[src/rtl/sqt_pkg.sv]
package sqt_pkg;
  localparam int unsigned SQT_ENTRIES = 8;
  localparam int unsigned SQT_COLORS  = 4;

  typedef enum logic [1:0] {
    ACT_HOLD = 2'd0,
    ACT_FILL = 2'd1,
    ACT_DROP = 2'd2
  } ent_act_e;
endpackage

[src/rtl/sqt_color_pool.sv]
module sqt_color_pool #(
  parameter int unsigned N_COL = 4,
  localparam int unsigned COL_W = (N_COL > 1) ? $clog2(N_COL) : 1
) (
  input  logic             clk_i,
  input  logic             rst_ni,
  input  logic             take_i,
  input  logic [N_COL-1:0] release_i,
  output logic [N_COL-1:0] busy_o,
  output logic             avail_o,
  output logic [COL_W-1:0] pick_idx_o,
  output logic [N_COL-1:0] pick_oh_o
);
  logic [N_COL-1:0] busy_q;

  // lowest free color wins
  always_comb begin
    pick_idx_o = '0;
    pick_oh_o  = '0;
    for (int c = N_COL - 1; c >= 0; c--) begin
      if (!busy_q[c]) begin
        pick_idx_o = COL_W'(c);
        pick_oh_o  = N_COL'(1) << c;
      end
    end
  end

  assign avail_o = ~&busy_q;
  assign busy_o  = busy_q;

  always_ff @(posedge clk_i or negedge rst_ni) begin
    if (!rst_ni) busy_q <= '0;
    else         busy_q <= (busy_q & ~release_i) | (take_i ? pick_oh_o : '0);
  end
endmodule

[src/rtl/sqt_inherit.sv]
module sqt_inherit #(
  parameter int unsigned N_ENT = 8,
  parameter int unsigned N_COL = 4,
  localparam int unsigned ENT_W = (N_ENT > 1) ? $clog2(N_ENT) : 1
) (
  input  logic [N_ENT-1:0][N_COL-1:0] vecs_i,
  input  logic                        s0_valid_i,
  input  logic [ENT_W-1:0]            s0_idx_i,
  input  logic                        s1_valid_i,
  input  logic [ENT_W-1:0]            s1_idx_i,
  input  logic [N_COL-1:0]            hit_mask_i,
  input  logic                        own_i,
  input  logic [N_COL-1:0]            own_oh_i,
  output logic [N_COL-1:0]            vec_o
);
  logic [N_COL-1:0] p0, p1;

  assign p0 = s0_valid_i ? vecs_i[s0_idx_i] : '0;
  assign p1 = s1_valid_i ? vecs_i[s1_idx_i] : '0;
  // a color retiring this cycle must not be copied into the child
  assign vec_o = ((p0 | p1) & ~hit_mask_i) | (own_i ? own_oh_i : '0);
endmodule

[src/rtl/sqt_entry.sv]
module sqt_entry
  import sqt_pkg::*;
#(
  parameter int unsigned N_COL = 4
) (
  input  logic             clk_i,
  input  logic             rst_ni,
  input  logic             fill_i,
  input  logic [N_COL-1:0] fill_vec_i,
  input  logic             issue_i,
  input  logic             rel_i,
  input  logic [N_COL-1:0] miss_mask_i,
  input  logic [N_COL-1:0] hit_mask_i,
  output logic             valid_o,
  output logic             issued_o,
  output logic [N_COL-1:0] vec_o,
  output logic             squash_o,
  output logic             leave_ok_o
);
  logic             valid_q, issued_q;
  logic [N_COL-1:0] vec_q;
  ent_act_e         act;

  assign squash_o   = valid_q & (|(vec_q & miss_mask_i));
  assign leave_ok_o = valid_q & issued_q & ~(|vec_q);

  always_comb begin
    if (fill_i)                  act = ACT_FILL;
    else if (rel_i & leave_ok_o) act = ACT_DROP;
    else                         act = ACT_HOLD;
  end

  always_ff @(posedge clk_i or negedge rst_ni) begin
    if (!rst_ni) begin
      valid_q  <= 1'b0;
      issued_q <= 1'b0;
      vec_q    <= '0;
    end else begin
      unique case (act)
        ACT_FILL: begin
          valid_q  <= 1'b1;
          issued_q <= 1'b0;
          vec_q    <= fill_vec_i;
        end
        ACT_DROP: begin
          valid_q  <= 1'b0;
          issued_q <= 1'b0;
          vec_q    <= '0;
        end
        default: begin
          vec_q <= vec_q & ~hit_mask_i;
          if (squash_o)               issued_q <= 1'b0;
          else if (issue_i & valid_q) issued_q <= 1'b1;
        end
      endcase
    end
  end

  assign valid_o  = valid_q;
  assign issued_o = issued_q;
  assign vec_o    = vec_q;
endmodule

[src/rtl/spec_squash_tracker.sv]
module spec_squash_tracker #(
  parameter int unsigned N_ENT = sqt_pkg::SQT_ENTRIES,
  parameter int unsigned N_COL = sqt_pkg::SQT_COLORS,
  localparam int unsigned ENT_W = (N_ENT > 1) ? $clog2(N_ENT) : 1,
  localparam int unsigned COL_W = (N_COL > 1) ? $clog2(N_COL) : 1
) (
  input  logic                   clk_i,
  input  logic                   rst_ni,
  input  logic                   disp_valid_i,
  input  logic [ENT_W-1:0]       disp_entry_i,
  input  logic                   disp_is_load_i,
  input  logic                   src0_valid_i,
  input  logic [ENT_W-1:0]       src0_entry_i,
  input  logic                   src1_valid_i,
  input  logic [ENT_W-1:0]       src1_entry_i,
  output logic                   disp_ready_o,
  output logic [COL_W-1:0]       disp_color_o,
  input  logic                   issue_valid_i,
  input  logic [ENT_W-1:0]       issue_entry_i,
  input  logic                   rel_valid_i,
  input  logic [ENT_W-1:0]       rel_entry_i,
  input  logic                   miss_valid_i,
  input  logic [COL_W-1:0]       miss_color_i,
  input  logic                   hit_valid_i,
  input  logic [COL_W-1:0]       hit_color_i,
  output logic [N_COL-1:0]       color_busy_o,
  output logic [N_ENT-1:0]       ent_valid_o,
  output logic [N_ENT-1:0]       ent_issued_o,
  output logic [N_ENT*N_COL-1:0] ent_colors_o,
  output logic [N_ENT-1:0]       squash_o,
  output logic [N_ENT-1:0]       leave_ok_o
);
  logic [N_COL-1:0]            busy, pick_oh, miss_mask, hit_mask, child_vec;
  logic [N_ENT-1:0][N_COL-1:0] vecs;
  logic                        avail, disp_fire, take;

  // reports on free colors are dropped; a miss shadows a hit on the same color
  assign miss_mask = miss_valid_i ? ((N_COL'(1) << miss_color_i) & busy) : '0;
  assign hit_mask  = hit_valid_i  ? ((N_COL'(1) << hit_color_i) & busy & ~miss_mask) : '0;

  assign disp_ready_o = ~disp_is_load_i | avail;
  assign disp_fire    = disp_valid_i & disp_ready_o;
  assign take         = disp_fire & disp_is_load_i;

  sqt_color_pool #(.N_COL(N_COL)) u_pool (
    .clk_i      (clk_i),
    .rst_ni     (rst_ni),
    .take_i     (take),
    .release_i  (hit_mask),
    .busy_o     (busy),
    .avail_o    (avail),
    .pick_idx_o (disp_color_o),
    .pick_oh_o  (pick_oh)
  );

  sqt_inherit #(.N_ENT(N_ENT), .N_COL(N_COL)) u_inherit (
    .vecs_i     (vecs),
    .s0_valid_i (src0_valid_i),
    .s0_idx_i   (src0_entry_i),
    .s1_valid_i (src1_valid_i),
    .s1_idx_i   (src1_entry_i),
    .hit_mask_i (hit_mask),
    .own_i      (disp_is_load_i),
    .own_oh_i   (pick_oh),
    .vec_o      (child_vec)
  );

  for (genvar e = 0; e < N_ENT; e++) begin : g_ent
    logic fill, iss, rel;
    assign fill = disp_fire     & (disp_entry_i  == ENT_W'(e));
    assign iss  = issue_valid_i & (issue_entry_i == ENT_W'(e));
    assign rel  = rel_valid_i   & (rel_entry_i   == ENT_W'(e));

    sqt_entry #(.N_COL(N_COL)) u_entry (
      .clk_i       (clk_i),
      .rst_ni      (rst_ni),
      .fill_i      (fill),
      .fill_vec_i  (child_vec),
      .issue_i     (iss),
      .rel_i       (rel),
      .miss_mask_i (miss_mask),
      .hit_mask_i  (hit_mask),
      .valid_o     (ent_valid_o[e]),
      .issued_o    (ent_issued_o[e]),
      .vec_o       (vecs[e]),
      .squash_o    (squash_o[e]),
      .leave_ok_o  (leave_ok_o[e])
    );
    assign ent_colors_o[e*N_COL +: N_COL] = vecs[e];
  end

  assign color_busy_o = busy;
endmodule

[config.mk]
export PLATFORM = sky130hd
export DESIGN_NAME = spec_squash_tracker
export DESIGN_NICKNAME = d
export VERILOG_FILES = /design/src/rtl/sqt_pkg.sv /design/src/rtl/sqt_color_pool.sv /design/src/rtl/sqt_inherit.sv /design/src/rtl/sqt_entry.sv /design/src/rtl/spec_squash_tracker.sv
export SDC_FILE = /design/constraint.sdc
export NUM_CORES = 1
export LEC_CHECK = 0
export ABC_AREA = 1
export BUFFER_PORTS_ARGS = -buffer_cell sky130_fd_sc_hd__buf_2
export CAP_MARGIN = 30
export CELL_PAD_IN_SITES_DETAIL_PLACEMENT = 1
export CELL_PAD_IN_SITES_GLOBAL_PLACEMENT = 1
export CORE_MARGIN = 1.5
export CORE_UTILIZATION = 37
export DETAILED_ROUTE_END_ITERATION = 7
export PLACE_DENSITY = 0.9
export SYNTH_ARGS = -nofsm -noshare
export SYNTH_HDL_FRONTEND = slang
export SYNTH_SLANG_ARGS = --single-unit
[constraint.sdc]
create_clock -name clk_i -period 1.98 [get_ports clk_i]
set_clock_uncertainty 0.1 [all_clocks]
set_input_delay 0.198 -clock clk_i [delete_from_list [all_inputs] [get_ports clk_i]]
set_output_delay 0.198 -clock clk_i [all_outputs]
set_load 0.1 [all_outputs]
Word-level counts from Yosys, hierarchy flattened --
Cells that the tools add are included.
Cells by class: $lt $le $gt $ge 2, eq/ne operators 37, shift operators 2, multiplexer cells 74, bitwise gates (word level) 102, reductions and logical operators 45
Operators by type and width (count):
- $and 4x4->4 | 21
- $and 1x1->1 | 66
- $pmux 4 s2 | 8
- $reduce_or 4->1 | 16
- $mux 4 | 12
- $mux 2 | 20
- $eq 3x3->1 const B | 12
- $bmux 4 s3 | 2
- $mux 1 | 24
- $reduce_bool 3->1 | 8
- $eq 3x2->1 const B | 6
- $eq 2x1->1 const B | 8
- $eq 2x2->1 const B | 8
- $pmux 1 s2 | 8
- $reduce_bool 2->1 | 8
- $reduce_or 2->1 | 8
- $or 4x4->4 | 3
- $eq 3x1->1 const B | 3
- $logic_not 3->1 | 3
- $not 1->1 | 9
- $lt 3x4->1 const B | 2
- $not 4->4 | 2
- $shl 1x2->4 const A | 2
- $reduce_and 4->1 | 1
- other kinds (2) | 2
Word-level totals: register bits 52, input bits 29, output and inout port bits 71, logic and storage cells 287

Longest topological paths before layout --
word-level depth 10, depth in mapped cells 12, depth with buffers taken out 10

Cells and area by module --
Synthesis repeated with hierarchy kept, for this count alone.
Unflattened totals: cells, all modules 683, area, all modules 4030.1 µm²
By module, submodules not included:
- sqt_entry | instances 8, cells each 48, area an instance 329.1 µm², sequential area each 150.1 µm²
- sqt_inherit | instances 1, cells each 186, area an instance 820.8 µm², sequential area each 0.0 µm²
- spec_squash_tracker | instances 1, cells each 84, area an instance 366.6 µm², sequential area each 0.0 µm²
- sqt_color_pool | instances 1, cells each 29, area an instance 210.2 µm², sequential area each 100.1 µm²

Worst setup path after synthesis --
OpenSTA, ideal clock, no wires.
path kind register to output, from register u_pool.busy_q[0] (netlist: u_pool.busy_o[0]), to output disp_color_o[1], arrival time 2501 ps, required time 1682 ps, path slack -819 ps, cell stages (with the launch flop) 3, path buffers 0, cell sequence dfrtp_1 -> nand2_2 -> nor2_1
On the way: cells in the longest elaborated chain, start to end 1
Ends and longest elaborated chain:
- from (decl) | line sqt_color_pool.sv:14 | logic [N_COL-1:0] busy_q;
- from (signal assigned) | line sqt_color_pool.sv:33 | else busy_q <= (busy_q & ~release_i) | (take_i ? pick_oh_o : '0);
- $mux 2 | line sqt_color_pool.sv:21 | if (!busy_q[c]) begin
- to (decl) | line spec_squash_tracker.sv:17 | output logic [COL_W-1:0] disp_color_o,
No other way between the ends.

Worst setup path after layout --
from register u_pool.busy_q[0] (netlist: u_pool.busy_o[0]), to output squash_o[2]
On the way: cells in the longest elaborated chain, start to end 5
Ends and longest elaborated chain:
- $and 4x4->4 | line spec_squash_tracker.sv:38 | assign miss_mask = miss_valid_i ? ((N_COL'(1) << miss_color_i) & busy) : '0;
- $mux 4 | line spec_squash_tracker.sv:38
- $and 4x4->4 | line sqt_entry.sv:24 | assign squash_o = valid_q & (|(vec_q & miss_mask_i));
- $reduce_or 4->1 | line sqt_entry.sv:24
- $and 1x1->1 | line sqt_entry.sv:24
- to (decl) | line spec_squash_tracker.sv:30 | output logic [N_ENT-1:0] squash_o,
No other way between the ends.

==> impl_metrics.tcl <==
set metrics [dict create \
    status "finished with violations" \
    violations "setup timing" \
    cts_tree "done" \
    die_h_um 105 \
    drive_gt1_share_pct 35.0 \
    cts_max_level 2 \
    clk_latency_ps 310 \
    drc 0 \
    synth_compound_area_share_pct 5.80 \
    vdd_ir_drop_max_v 0.00111 \
    antenna_found_initial 0 \
    gp_congestion 0.998 \
    seq_area_um2 1340 \
    startpoint "u_pool.busy_o[0]$_DFF_PN0_" \
    synth_xor_area_share_pct 0 \
    initial_core_util_pct 38.5 \
    grt_max_degree 28 \
    cts_buffer_depth 2 \
    yosys-top-cells-area "dfrtp_1 (34%), nand2_1 (17%), nand3_1 (14%), inv_1 (7.6%), buf_4 (7.1%)" \
    fmax_ghz 0.482 \
    layout_setup_ws_ps -92.8 \
    endpoint_kind "output pin" \
    port_buffers 99 \
    startpoint_type "flop" \
    crit_arrival_ps 1770 \
    ys_warn_count 0 \
    core_um2 9910 \
    slew-limit-headroom_pct 66.5 \
    cts_inserted_buffers 5 \
    nets 711 \
    rsz0062_at_grt "yes" \
    cts.clk_slew.worst_paths_ps 100 \
    critical_path.slowest_cell "dfrtp_4" \
    root_buffer "clkbuf_8" \
    stdcell_area_um2 5040 \
    dpl_cell_area_um2 4650 \
    syn_area_per_cell_um2 6.64 \
    multi_input_area_um2 2030 \
    antenna_cells 0 \
    synth.largest_area_cell "dfrtp_1" \
    critPathMaxStageDelay_ps 440 \
    ys_ff_latch 52 \
    synthMuxAreaShare_pct 0 \
    pre_cts_slack_ps 84.3 \
    powerDensity_nw_per_um2 1620 \
    netlist.area_leader.share_pct 34.1 \
    p_leak_nw 2.71 \
    nFillCells 1325 \
    syn-cell-area_um2 3820 \
    setup_violations 6 \
    rows 36 \
    grt_first_pass_wirelength_um 24700 \
    dr.pass1.iters 5 \
    fin_hold_ws_ps 147 \
    grt_pass1_vias 4735 \
    criticalPathCategory "flop to output pin" \
    finalHoldViolations 0 \
    fin_crit_ps 2070 \
    period_share_pct 105 \
    yosys.area_share.simple_pct 42.9 \
    synth_top_family_by_area "simple AND/OR/NAND/NOR gates" \
    drt_iter0_markers 301 \
    clkSinkCount 52 \
    yosysSeqAreaShare_pct 34.1 \
    die_x_um 105 \
    netlist_instances 575 \
    r2r-start "u_pool.busy_o[2]$_DFF_PN0_" \
    worstMarginPinSlew_ps 501 \
    slew_violations 0 \
    layout_common_cells "nand2_1 (173), nand3_1 (104), buf_2 (83), inv_1 (75), buf_4 (37)" \
    synthesis.nets 604 \
    globalRouteOverflowTotal 0 \
    post-route-util_pct 50.9 \
    dieArea_um2 10900 \
    final_antenna_net_count 0 \
    path_max_fanout 5 \
    grt_usage_pct 28.8 \
    synth_fa_ha_area_share_pct 0 \
    post_drt_wl_per_cell_um 19.2 \
    required_ps 1680 \
    via_per_inst 5.44 \
    ios 100 \
    p_total_mw 8.14 \
    min_from "disp_entry_i[2]" \
    hold_class "input port to flop" \
    path_cells "inv_4 -> nor2_4 -> nand2_4 -> o22ai_2 -> inv_1 -> a31oi_1 -> buf_4 -> buf_12" \
    final_common_cell "nand2_1" \
    vias 4439 \
    place_hpwl_um 12400 \
    syn2layout_area_growth_pct 32.1 \
    cap_violations 0 \
    wl_um 15700 \
    synth_cell_type_count 30 \
]
==> area by class of cell <==
cell class	instances	area share, %
Clock buffer	8	1.79
Inverter	92	7.42
Multi-Input combinational cell	392	40.2
Sequential cell	52	26.5
Tap cell	133	3.30
Timing Repair Buffer	139	20.8
==> registers in the layout, indices dropped and copies added (netlist names) <==
signal / count
g_ent.u_entry.vec_o: 32
g_ent.u_entry.issued_o: 8
g_ent.u_entry.valid_o: 8
u_pool.busy_o: 4
==> critical path, delay by kind of cell (launching register included) <==
kind | cells | cell delay (ps)
DFF | 1 | 440
buffers and inverters | 4 | 440
and+or+nand+nor | 2 | 270
AOI/OAI and AO/OA | 2 | 330
==> power breakdown <==
| group | switching, mW | internal, mW |
|---|---|---|
| registers | 0.437 | 1.45 |
| clock network | 0.372 | 0.287 |
| logic | 4.55 | 1.05 |
==> cell usage after synthesis (all sizes together) <==
library cell / n
a31oi: 8
nand3: 105
nor4: 3
and2: 1
inv: 84
clkinv: 8
nor3: 16
nand2: 196
buf: 38
dfrtp: 52
nor2: 24
o22ai: 9
o21ai: 17
o31ai: 1
clkbuf: 2
nand4: 9
a22oi: 1
or2: 1
==> path summary, 6_finish.rpt <==
kind / slack, ps / cells past startpoint / to
setup / recovery: -90 / 8 / squash_o[2]
hold / removal: 150 / 4 / g_ent[2].u_entry.valid_o$_DFFE_PN0N_
setup reg to reg: 30 / 11 / g_ent[7].u_entry.issued_o$_DFFE_PN0P_
hold reg to reg: 450 / 2 / g_ent[4].u_entry.vec_o[0]$_DFF_PN0_
max in group asynchronous: 860 / 3 / g_ent[4].u_entry.vec_o[1]$_DFF_PN0_
min in group asynchronous: 220 / 2 / g_ent[7].u_entry.issued_o$_DFFE_PN0P_
==> cells by family after synthesis <==
logic type,Yosys count
AND/OR/NAND/NOR,355
buffers and inverters,132
AO/OA/AOI/OAI,36
flip-flops,52
==> routing by layer <==
| layer | track usage, % | part of all wire, % | vias up |
|---|---|---|---|
| met3 | 3.74 | 7.3 | 34 |
| met4 | 8.63 | 3.0 | 0 |
| met5 | 0 | 0 | - |
| met1 | 36.8 | 41 | 2163 |
| li1 | - | - | 2024 |
| met2 | 50.6 | 49 | 218 |
==> stage by stage <==
| step | std cells | TNS [ps] |
|---|---|---|
| 2_1_floorplan | 575 | 0 |
| 4_1_cts | 809 | -331 |
| 5_1_grt | 816 | -1060 |
| 6_report | 816 | -409 |
| 3_5_place_dp | 793 | 0 |
| 3_3_place_gp | 793 | 0 |
==> timing repair <==
action / in CTS / in global routing
buffers inserted: 6 / 7
endpoints found under the setup margin: 9 / 19
pin swaps: 2 / 6
hold buffers: 1 / 0
resized for setup: 21 / 17
cloned: 1 / 0
hold endpoints to repair: 12 / 0
Note: power is estimated with default switching activity, not from simulation.
